===== config.mk =====
export PLATFORM = sky130hd
export DESIGN_NAME = compute_unit_mgr
export DESIGN_NICKNAME = d
export VERILOG_FILES = /design/src/rtl/cu_pkg.sv /design/src/rtl/cu_ctrl.sv /design/src/rtl/cu_datapath.sv /design/src/rtl/compute_unit_mgr.sv
export SDC_FILE = /design/constraint.sdc
export NUM_CORES = 1
export LEC_CHECK = 0
export BUFFER_PORTS_ARGS = -buffer_cell sky130_fd_sc_hd__buf_2
export CAP_MARGIN = 40
export CORE_MARGIN = 2
export CORE_UTILIZATION = 48
export DETAILED_ROUTE_END_ITERATION = 7
export PLACE_DENSITY_LB_ADDON = 0.25
export SLEW_MARGIN = 10
export SYNTH_ARGS = -nofsm -noshare
export SYNTH_HDL_FRONTEND = slang
export SYNTH_SLANG_ARGS = --single-unit

===== constraint.sdc =====
create_clock -name clk -period 2.2 [get_ports clk]
set_clock_uncertainty 0.2 [all_clocks]
set_input_delay 0.11 -clock clk [delete_from_list [all_inputs] [get_ports clk]]
set_output_delay 0.11 -clock clk [all_outputs]
set_load 0.01 [all_outputs]

===== src/rtl/cu_pkg.sv =====
package cu_pkg;
  parameter int DATA_W = 16;
  parameter int INSN_W = 7;

  typedef enum logic [2:0] {
    ST_IDLE,
    ST_READ,
    ST_ALU_IN,
    ST_ALU_OUT,
    ST_WRITE
  } cu_state_e;

  typedef struct packed {
    logic latchOp;
    logic capA;
    logic capB;
    logic capRes;
  } cu_strobe_t;
endpackage


===== src/rtl/cu_ctrl.sv =====
module cu_ctrl
  import cu_pkg::*;
(
  input  logic       clk,
  input  logic       rst,
  input  logic       issueI,
  input  logic       fldZeroA,
  input  logic       fldImmOk,
  input  logic [1:0] rdMaskNI,
  input  logic [1:0] rdGrantI,
  input  logic       aluInReadyI,
  input  logic       aluOutValidI,
  input  logic       wrGrantI,
  output logic       busyO,
  output logic [1:0] rdReqO,
  output logic       aluInValidO,
  output logic       aluOutReadyO,
  output logic       wrReqO,
  output cu_strobe_t strobe
);
  localparam int NUM_SRC = 2;

  cu_state_e st, stNxt;
  logic [NUM_SRC-1:0] got, skip, cap, haveOp;

  assign skip[0] = fldZeroA | rdMaskNI[0];
  assign skip[1] = fldImmOk | rdMaskNI[1];

  for (genvar g = 0; g < NUM_SRC; g++) begin : g_port
    assign rdReqO[g] = (st == ST_READ) && !got[g] && !skip[g];
    assign cap[g]    = rdReqO[g] && rdGrantI[g];
    assign haveOp[g] = got[g] | skip[g] | cap[g];

    always_ff @(posedge clk) begin
      if (rst)                 got[g] <= 1'b0;
      else if (strobe.latchOp) got[g] <= 1'b0;
      else if (cap[g])         got[g] <= 1'b1;
    end
  end

  assign busyO        = (st != ST_IDLE);
  assign aluInValidO  = (st == ST_ALU_IN);
  assign aluOutReadyO = (st == ST_ALU_OUT);
  assign wrReqO       = (st == ST_WRITE);

  always_comb begin
    strobe         = '0;
    strobe.latchOp = (st == ST_IDLE) && issueI;
    strobe.capA    = cap[0];
    strobe.capB    = cap[1];
    strobe.capRes  = (st == ST_ALU_OUT) && aluOutValidI;
  end

  always_comb begin
    stNxt = st;
    unique case (st)
      ST_IDLE:    if (issueI) stNxt = ST_READ;
      ST_READ:    if (&haveOp) stNxt = ST_ALU_IN;
      ST_ALU_IN:  if (aluInReadyI) stNxt = ST_ALU_OUT;
      ST_ALU_OUT: if (aluOutValidI) stNxt = ST_WRITE;
      ST_WRITE:   if (wrGrantI) stNxt = ST_IDLE;
      default:    stNxt = ST_IDLE;
    endcase
  end

  always_ff @(posedge clk) begin
    if (rst) st <= ST_IDLE;
    else     st <= stNxt;
  end
endmodule


===== src/rtl/cu_datapath.sv =====
module cu_datapath
  import cu_pkg::*;
#(
  parameter int WIDTH = DATA_W,
  parameter int IW    = INSN_W
) (
  input  logic             clk,
  input  logic             rst,
  input  cu_strobe_t       strobe,
  input  logic [IW-1:0]    insnTypeI,
  input  logic             invertAI,
  input  logic [WIDTH-1:0] immDataI,
  input  logic             immOkI,
  input  logic             zeroAI,
  input  logic [1:0]       rdMaskNI,
  input  logic [WIDTH-1:0] srcAI,
  input  logic [WIDTH-1:0] srcBI,
  input  logic [WIDTH-1:0] aluResultI,
  output logic             fldZeroA,
  output logic             fldImmOk,
  output logic [WIDTH-1:0] aluOpAO,
  output logic [WIDTH-1:0] aluOpBO,
  output logic [IW-1:0]    aluInsnO,
  output logic [WIDTH-1:0] dataO
);
  localparam logic [WIDTH-1:0] ZERO = '0;

  logic [IW-1:0]    fldInsn;
  logic             fldInv;
  logic [WIDTH-1:0] fldImm;
  logic [WIDTH-1:0] opA, opB, resReg, aSel;

  always_ff @(posedge clk) begin
    if (rst) begin
      fldInsn  <= '0;
      fldInv   <= 1'b0;
      fldImm   <= '0;
      fldImmOk <= 1'b0;
      fldZeroA <= 1'b0;
      opA      <= '0;
      opB      <= '0;
      resReg   <= '0;
    end else begin
      if (strobe.latchOp) begin
        fldInsn  <= insnTypeI;
        fldInv   <= invertAI;
        fldImm   <= immDataI;
        fldImmOk <= immOkI;
        fldZeroA <= zeroAI;
        opA      <= '0;
        opB      <= '0;
      end else begin
        if (strobe.capA) opA <= srcAI;
        if (strobe.capB) opB <= srcBI;
      end
      if (strobe.capRes) resReg <= aluResultI;
    end
  end

  assign aSel     = (fldZeroA || rdMaskNI[0]) ? ZERO : opA;
  assign aluOpAO  = fldInv ? ~aSel : aSel;
  assign aluOpBO  = rdMaskNI[1] ? ZERO : (fldImmOk ? fldImm : opB);
  assign aluInsnO = fldInsn;
  assign dataO    = resReg;
endmodule


===== src/rtl/compute_unit_mgr.sv =====
module compute_unit_mgr
  import cu_pkg::*;
(
  input  logic              clk,
  input  logic              rst,
  input  logic              issueI,
  input  logic [INSN_W-1:0] insnTypeI,
  input  logic              invertAI,
  input  logic [DATA_W-1:0] immDataI,
  input  logic              immOkI,
  input  logic              zeroAI,
  input  logic [1:0]        rdMaskNI,
  output logic              busyO,
  output logic [1:0]        rdReqO,
  input  logic [1:0]        rdGrantI,
  input  logic [DATA_W-1:0] srcAI,
  input  logic [DATA_W-1:0] srcBI,
  output logic              wrReqO,
  input  logic              wrGrantI,
  output logic [DATA_W-1:0] dataO,
  output logic              aluInValidO,
  input  logic              aluInReadyI,
  output logic [DATA_W-1:0] aluOpAO,
  output logic [DATA_W-1:0] aluOpBO,
  output logic [INSN_W-1:0] aluInsnO,
  input  logic              aluOutValidI,
  output logic              aluOutReadyO,
  input  logic [DATA_W-1:0] aluResultI
);
  cu_strobe_t strobe;
  logic fldZeroA, fldImmOk;

  cu_ctrl u_ctrl (
    .clk(clk), .rst(rst), .issueI(issueI),
    .fldZeroA(fldZeroA), .fldImmOk(fldImmOk),
    .rdMaskNI(rdMaskNI), .rdGrantI(rdGrantI),
    .aluInReadyI(aluInReadyI), .aluOutValidI(aluOutValidI),
    .wrGrantI(wrGrantI), .busyO(busyO), .rdReqO(rdReqO),
    .aluInValidO(aluInValidO), .aluOutReadyO(aluOutReadyO),
    .wrReqO(wrReqO), .strobe(strobe)
  );

  cu_datapath #(.WIDTH(DATA_W), .IW(INSN_W)) u_dp (
    .clk(clk), .rst(rst), .strobe(strobe),
    .insnTypeI(insnTypeI), .invertAI(invertAI), .immDataI(immDataI),
    .immOkI(immOkI), .zeroAI(zeroAI), .rdMaskNI(rdMaskNI),
    .srcAI(srcAI), .srcBI(srcBI), .aluResultI(aluResultI),
    .fldZeroA(fldZeroA), .fldImmOk(fldImmOk),
    .aluOpAO(aluOpAO), .aluOpBO(aluOpBO), .aluInsnO(aluInsnO),
    .dataO(dataO)
  );
endmodule


==> out/results.md, run 1 <==
## Clocking
- 80 ps — CTS clock-pin slew for the worst setup and hold paths
- 79 — Num Clock Sinks
- built — clock tree from TritonCTS
- 2 — Bufs on Longest Clock Path
- 0 — count of buffers added by post-CTS timing repair for setup
- 9 — number of buffers added by the clock tree synthesis step
- 3 — maximum level of the CTS H-tree
- 340 ps — Skew-Pair Late Insertion Delay
- clkbuf_8 — CTS root buf

## Finish
- 76.6% — utilization after layout
- 144 x buf_2, 102 x nand2_1, 83 x dlygate4sd3_1, 79 x dfxtp_1, 51 x nor2_1 — most frequent cells in the layout
- buf_2 — most common library cell in the layout ignoring fill and taps
- 0 — antenna diode count
- 28.6% — share of post-route cells with drive strength above 1
- 522 — number of filler instances in the final layout
- 709 — fin nets
- 53.4% — Syn-to-layout area delta

## Yosys
- dfxtp_1 — cell taking the most area after synthesis
- dfxtp_1 — Top FF cell, synth
- 0% — Async S/R FF share, synth
- 8.45 um^2 — synthesized area divided by synthesized cell count
- 0 — Synth warnings
- dfxtp_1 46%, mux2i_1 14%, nand2_1 11% — cell types with the largest area share after synthesis
- 0.00341 mm^2 — area of the mapped netlist
- 79 — number of synthesized register bits
- 0 — number of enable flip-flop cells after synthesis
- 46.4% — portion of the post-synthesis area used by sequential elements
- 33 — distinct cell type count after synthesis
- 488 — net count after synthesis
- 404 — number of cells produced by synthesis
- 46.4% — area fraction of the dominant cell type after synthesis

## Power and ir drop
- 784 mW/mm^2 — power per unit of standard cell area
- 2.51 nW — Leakage Power
- 0.000599 V — peak supply drop
- 4.10 mW — Tot Pwr

## Setup path
- 2130 ps — data arrival at the endpoint of the critical path
- dlygate4sd3_1 — Worst path slowest cell
- 600 ps — maximum cell stage delay along the critical path
- 1 — CP bufs+invs
- nor3_2 -> and2_2 -> nand2_1 -> a21oi_1 -> dlygate4sd3_1 — critical path, cell by cell
- 2270 ps — required time worst endpoint
- flip-flop — Worst setup EP type
- 11 — maximum fanout along the worst path
- simple AND/OR/NAND/NOR gates — Largest delay share family, worst path
- flip-flop to flip-flop — type of the worst setup path
- flip-flop — Setup crit start kind

## Global routing
- 0 — remaining global-route overflow
- 3567 — number of global-route vias before repair
- 22 — pin count of the biggest net entering global routing
- 25.6% — gr usage total
- 0 — initial antenna violation count
- 15600 um — first-pass GRT wire length

## Routing
- 115 — number of DRC violations after detailed-routing iteration 0
- 13.9 um — wire length per cell after detailed routing
- 4.83 — vias per inst
- 0 — antenna viol nets, final
- 3500 — overall via count from detail_route
- 0 — # DRC
- 10000 um — final WL
- 4 — total iterations of the first detailed-routing run

## Job
- 0 — max-capacitance violation count

## STA
- 2060 ps — time the worst path needs with I/O delays and setup
- 0.486 GHz — maximum operating frequency
- 65.3% — headroom to the max-slew limit
- 0 — Slew Limit Fails
- 0 — hold violation total from the final report
- 93.5% — post-route clock period utilization
- false — unrepaired setup endpoints after global routing
- 0 — setup violators final
- 101 ps — Min Hold Slack
- 519 ps — slew of the pin with the lowest slew margin
- 0 ps — final setup TNS

## Placed design
- 0.771 — last weighted congestion value of the routability-driven placer
- 144 — I/O Buffers
- 5960 um — final HPWL from detailed placement

## Status
- complete, no violations — status

## Min path
- input port to flip-flop — worst hold-check path type

## Die
- 145 — # IOs
- 0.00683 mm^2 — core region area
- 49.9% — Initial Utilization
- 88.3 um — height of the die
- 0.00780 mm^2 — die area
- 88.3 um — x dimension of the die
- 30 — Core Rows

-- final timing paths --
| path | endpoint | start | slack (ps) | cells after the start |
|---|---|---|---|---|
| hold reg to reg | u_dp.dataO[11]$_SDFFE_PP0P_ | u_dp.dataO[11]$_SDFFE_PP0P_ | 260 | 2 |
| setup reg to reg | u_dp.aluInsnO[6]$_SDFFE_PP0P_ | u_ctrl.st[0]$_SDFFE_PP0P_ | 140 | 5 |
| hold / removal | u_dp.dataO[11]$_SDFFE_PP0P_ | aluOutValidI | 100 | 4 |
| setup / recovery | u_dp.aluInsnO[6]$_SDFFE_PP0P_ | u_ctrl.st[0]$_SDFFE_PP0P_ | 140 | 5 |
-- synth_stat cells, types with 2 or more instances --
library cell    n
xnor2_1        16
nand2_1       102
nor4_1          2
nor2b_1         2
mux2i_1        48
dfxtp_1        79
buf_6           4
nor2_1         51
buf_1           2
clkbuf_1        9
inv_1           4
mux2_2          2
buf_2          11
and2_1          3
nor3_1          2
buf_4           4
a21oi_1        44
nand2b_1        4
-- logic make-up (layout without fill, tap and decap cells) --
kind of cell              after synthesis  in the layout  synth area share, %
AOI/OAI and AO/OA                      49             49                 7.63
xor gates and xnor gates               16             16                 4.11
buffers and inverters                  34            259                 5.46
DFF                                    79             79                 46.4
muxes                                  50             50                 14.7
and+or+nand+nor                       176            176                 21.7
-- registers in the layout (all words and copies together), names as in the netlist --
name           count
u_dp.fldImm       16
u_dp.dataO        16
u_dp.fldInv        1
u_dp.fldZeroA      1
u_dp.aluInsnO      7
u_dp.opB          16
u_dp.fldImmOk      1
u_ctrl.got         2
u_ctrl.st          3
u_dp.opA          16
-- final cells by class --
| type | count | area, um^2 | share of cell area, % |
|---|---|---|---|
| clock inverters | 4 | 70.1 | 1.34 |
| repair buffers | 240 | 1660 | 31.7 |
| well taps | 96 | 120 | 2.29 |
| flip-flops and latches | 79 | 1580 | 30.2 |
| multi-input cells | 291 | 1650 | 31.4 |
| clock buffers | 11 | 141 | 2.70 |
| inverters | 4 | 15.0 | 0.287 |
-- what timing repair did --
action	in CTS	in global routing
endpoints found under the hold margin	76	0
resized for setup	0	1
hold buffers	83	0
endpoints found under the setup margin	0	5
-- report_power, final --
part | internal (mW) | switching, mW | total (mW)
Sequential | 1.59 | 0.121 | 1.71
Clock | 0.661 | 0.489 | 1.15
Combinational | 0.599 | 0.649 | 1.25
Total | 2.85 | 1.26 | 4.10
-- through the flow --
stage	cell area, um^2	setup slack, ps	std cells
detailed placement	4190	402	627
CTS	5230	131	725
floorplan	3410	575	404
finish	5240	142	725
global route	5240	21.7	725
global placement	4190	457	627
-- per-layer routing --
metal | track usage [%] | wire (um) | vias to the layer above
li1 | - | - | 1755
met1 | 28.3 | 4100 | 1617
met2 | 46.7 | 5180 | 112
met3 | 7.18 | 616 | 16
met4 | 9.23 | 150 | 0
met5 | 0 | 0 | -
-- worst min-delay path, stage by stage --
cell	delay (ps)
buf_2	110
and2_1	220
nand2_1	100
a21oi_1	50
No activity file was read; power rests on OpenSTA's default activity.
==> run 2: changes to the inputs <==
--- a/config.mk
+++ b/config.mk
@@ -11,7 +11,9 @@
 export CORE_UTILIZATION = 48
 export DETAILED_ROUTE_END_ITERATION = 7
 export PLACE_DENSITY_LB_ADDON = 0.25
+export RECOVER_POWER = 100
 export SLEW_MARGIN = 10
 export SYNTH_ARGS = -nofsm -noshare
 export SYNTH_HDL_FRONTEND = slang
+export SYNTH_HIERARCHICAL = 1
 export SYNTH_SLANG_ARGS = --single-unit
==> run 2 against run 1 <==
- first-iteration DRC count is 7.8% higher
- non-clock buffer count decreased by 6
- final cell count fell by 7.0%
- power shrank 17%
- global-route usage is 2.0 points lower
- largest power group unchanged
- largest cell class is now multi-input gates
- sequential power decreased by 9.9%
==> out/results.md, run 2 <==
## Setup path
- flip-flop to flip-flop — type of the worst setup path
- 1980 ps — data arrival at the endpoint of the critical path
- flip-flop — Worst setup EP type
- flip-flop — Setup crit start kind
- nor3_1 -> and2_2 -> clkbuf_2 -> mux2i_1 -> nor2_1 — critical path, cell by cell
- 2220 ps — required time worst endpoint
- 240 ps — reg-to-reg slack, setup
- dfxtp_1 — Worst path slowest cell
- 1 — CP bufs+invs
- u_ctrl/st[1]$_SDFFE_PP0P_ — Reg2Reg Launch Point
- u_dp/aluInsnO[4]$_SDFFE_PP0P_ — worst reg2reg path endpoint
- 12 — maximum fanout along the worst path
- 5 — Worst Reg2Reg Path Length in Cells
- simple AND/OR/NAND/NOR gates — Largest delay share family, worst path
- 390 ps — maximum cell stage delay along the critical path

## Finish
- 21.9% — share of post-route cells with drive strength above 1
- 0.00158 mm^2 — Seq. cell area
- mux2i_1 — most common library cell in the layout ignoring fill and taps
- 0 — antenna diode count
- 48.1% — Syn-to-layout area delta
- 0.00173 mm^2 — Multi-input gate area
- 91 x mux2i_1, 87 x buf_2, 84 x nor2_1, 79 x dlygate4sd3_1, 79 x dfxtp_1 — most frequent cells in the layout
- 545 — number of filler instances in the final layout
- 654 — fin nets

## Routing
- 0 — # DRC
- 9640 um — final WL
- 0 — antenna viol nets, final
- 124 — number of DRC violations after detailed-routing iteration 0
- 3291 — overall via count from detail_route
- 3980 um — met1 wire length
- 548 um — met3 wirelength from detailed routing
- 4.88 — vias per inst
- 4 — total iterations of the first detailed-routing run
- 4890 um — met2 wire length
- met4 — highest routing layer actually used
- 14.3 um — wire length per cell after detailed routing

## Die
- 0.00718 mm^2 — core region area
- 48.9% — Initial Utilization
- 31 — Core Rows
- 145 — # IOs
- 89.5 um — x dimension of the die
- 89.5 um — height of the die
- 0.00801 mm^2 — die area

## Global routing
- 0 — remaining global-route overflow
- 29 — pin count of the biggest net entering global routing
- 0 — initial antenna violation count
- 14500 um — first-pass GRT wire length
- 23.6% — gr usage total
- 3275 — number of global-route vias before repair

## STA
- 0 ps — final setup TNS
- 0 — hold violation total from the final report
- 72.7% — headroom to the max-slew limit
- false — unrepaired setup endpoints after global routing
- 89.2% — post-route clock period utilization
- 1960 ps — time the worst path needs with I/O delays and setup
- 0 — setup violators final
- 0.510 GHz — maximum operating frequency
- 0 — Slew Limit Fails
- 410 ps — slew of the pin with the lowest slew margin
- 67.9 ps — Min Hold Slack

## Min path
- u_ctrl/st[0]$_SDFFE_PP0P_ — Hold Path Sink
- input port to flip-flop — worst hold-check path type
- aluInReadyI — critical hold path startpoint
- 4 — hold path depth

## Status
- complete, no violations — status

## Yosys
- dfxtp_1 — cell taking the most area after synthesis
- 437 — net count after synthesis
- 91 x mux2i_1, 85 x nor2_1, 79 x dfxtp_1 — most used standard cells in the synthesized netlist
- mux2i_1 — most repeated cell in the gate-level netlist after synthesis
- 45.0% — area fraction of the dominant cell type after synthesis
- 79 — number of synthesized register bits
- 0 — number of enable flip-flop cells after synthesis
- 6 — Synth warnings
- 45.0% — portion of the post-synthesis area used by sequential elements
- 353 — number of cells produced by synthesis
- dfxtp_1 45%, mux2i_1 26%, nor2_1 9.1% — cell types with the largest area share after synthesis
- 0% — Async S/R FF share, synth
- 0.00351 mm^2 — area of the mapped netlist
- 9.95 um^2 — synthesized area divided by synthesized cell count
- 29 — distinct cell type count after synthesis
- dfxtp_1 — Top FF cell, synth

## Power and ir drop
- 0.000331 V — peak supply drop
- 2.14 nW — Leakage Power
- 3.39 mW — Tot Pwr
- 652 mW/mm^2 — power per unit of standard cell area

## Clocking
- 79 — Num Clock Sinks
- 9 — number of buffers added by the clock tree synthesis step
- 3 — maximum level of the CTS H-tree
- clkbuf_8 — CTS root buf
- built — clock tree from TritonCTS
- 340 ps — Skew-Pair Late Insertion Delay
- 2 — Bufs on Longest Clock Path
- 90 ps — CTS clock-pin slew for the worst setup and hold paths
- 0 — Post-CTS Resized

## Placed design
- 5610 um — final HPWL from detailed placement
- 0.935 — last weighted congestion value of the routability-driven placer
- 144 — I/O Buffers

## Job
- 0 — max-capacitance violation count

[run 2: cell count changes after synthesis, sizes merged, moves of 2 or more]
cell,before,now
nor2,52,95
nor2b,2,0
xor2,0,16
nand2b,4,0
xnor2,16,0
mux2i,48,91
nor3b,3,18
mux2,2,0
nand2,103,1
a21oi,44,1
[run 2: worst min-delay path: stages]
cell and delay [ps]:
buf_2 100, mux2i_1 130, or3_1 120, a31oi_1 80
[run 2: routing by layer]
metal | GRT usage, % | up-vias
met5 | 0 | -
met4 | 11.1 | 0
met3 | 5.91 | 27
met2 | 42.9 | 139
met1 | 25.4 | 1510
li1 | - | 1615
[run 2: report_power, final]
part | switching, mW | internal, mW
sequential | 0.0437 | 1.49
clock | 0.552 | 0.648
combinational | 0.321 | 0.331
total | 0.917 | 2.47
[run 2: what timing repair did]
item,in CTS,in global routing
hold buffers,79,0
setup buffers,0,0
hold endpoints to repair,79,0
setup endpoints to repair,0,0
[run 2: metrics by stage]
| stage | setup slack (ps) | std cells | util [%] | instance area (um^2) |
|---|---|---|---|---|
| 2_1_floorplan | 358 | 353 | - | 3510 |
| 3_3_place_gp | 391 | 579 | 59.5 | 4270 |
| 3_5_place_dp | 323 | 579 | 59.5 | 4270 |
| 4_1_cts | 285 | 674 | 73.6 | 5280 |
| 5_1_grt | 142 | 674 | 72.5 | 5200 |
| 6_report | 239 | 674 | 72.5 | 5200 |
[run 2: cell families after synthesis]
| logic type | count (synthesis) | share of synthesized area, % |
|---|---|---|
| xor gates and xnor gates | 16 | 3.99 |
| AOI/OAI and AO/OA | 7 | 1.43 |
| DFF | 79 | 45.0 |
| and+or+nand+nor | 128 | 17.9 |
| buffers and inverters | 32 | 5.74 |
| muxes | 91 | 25.9 |
[run 2: area by class of cell]
class,count,share of cell area (%)
clock inverters,6,1.78
well taps,99,2.38
repair buffers,234,29.5
flip-flops and latches,79,30.4
clock buffers,10,2.45
inverters,4,0.289
multi-input cells,242,33.2
[run 2: worst max-delay path by stage]
stage               slack, ps                       from                             to  cells after the start
floorplan                 360  u_ctrl/st[0]$_SDFFE_PP0P_       u_dp/opB[5]$_SDFFE_PP0P_                      6
global placement          390  u_ctrl/st[1]$_SDFFE_PP0P_    u_dp/fldImm[9]$_SDFFE_PP0P_                      5
detailed placement        320  u_ctrl/st[1]$_SDFFE_PP0P_    u_dp/fldImm[9]$_SDFFE_PP0P_                      5
CTS                       290  u_ctrl/st[1]$_SDFFE_PP0P_    u_dp/fldImm[9]$_SDFFE_PP0P_                      5
global route              140  u_ctrl/st[1]$_SDFFE_PP0P_    u_dp/fldImm[2]$_SDFFE_PP0P_                      5
finish                    240  u_ctrl/st[1]$_SDFFE_PP0P_  u_dp/aluInsnO[4]$_SDFFE_PP0P_                      5
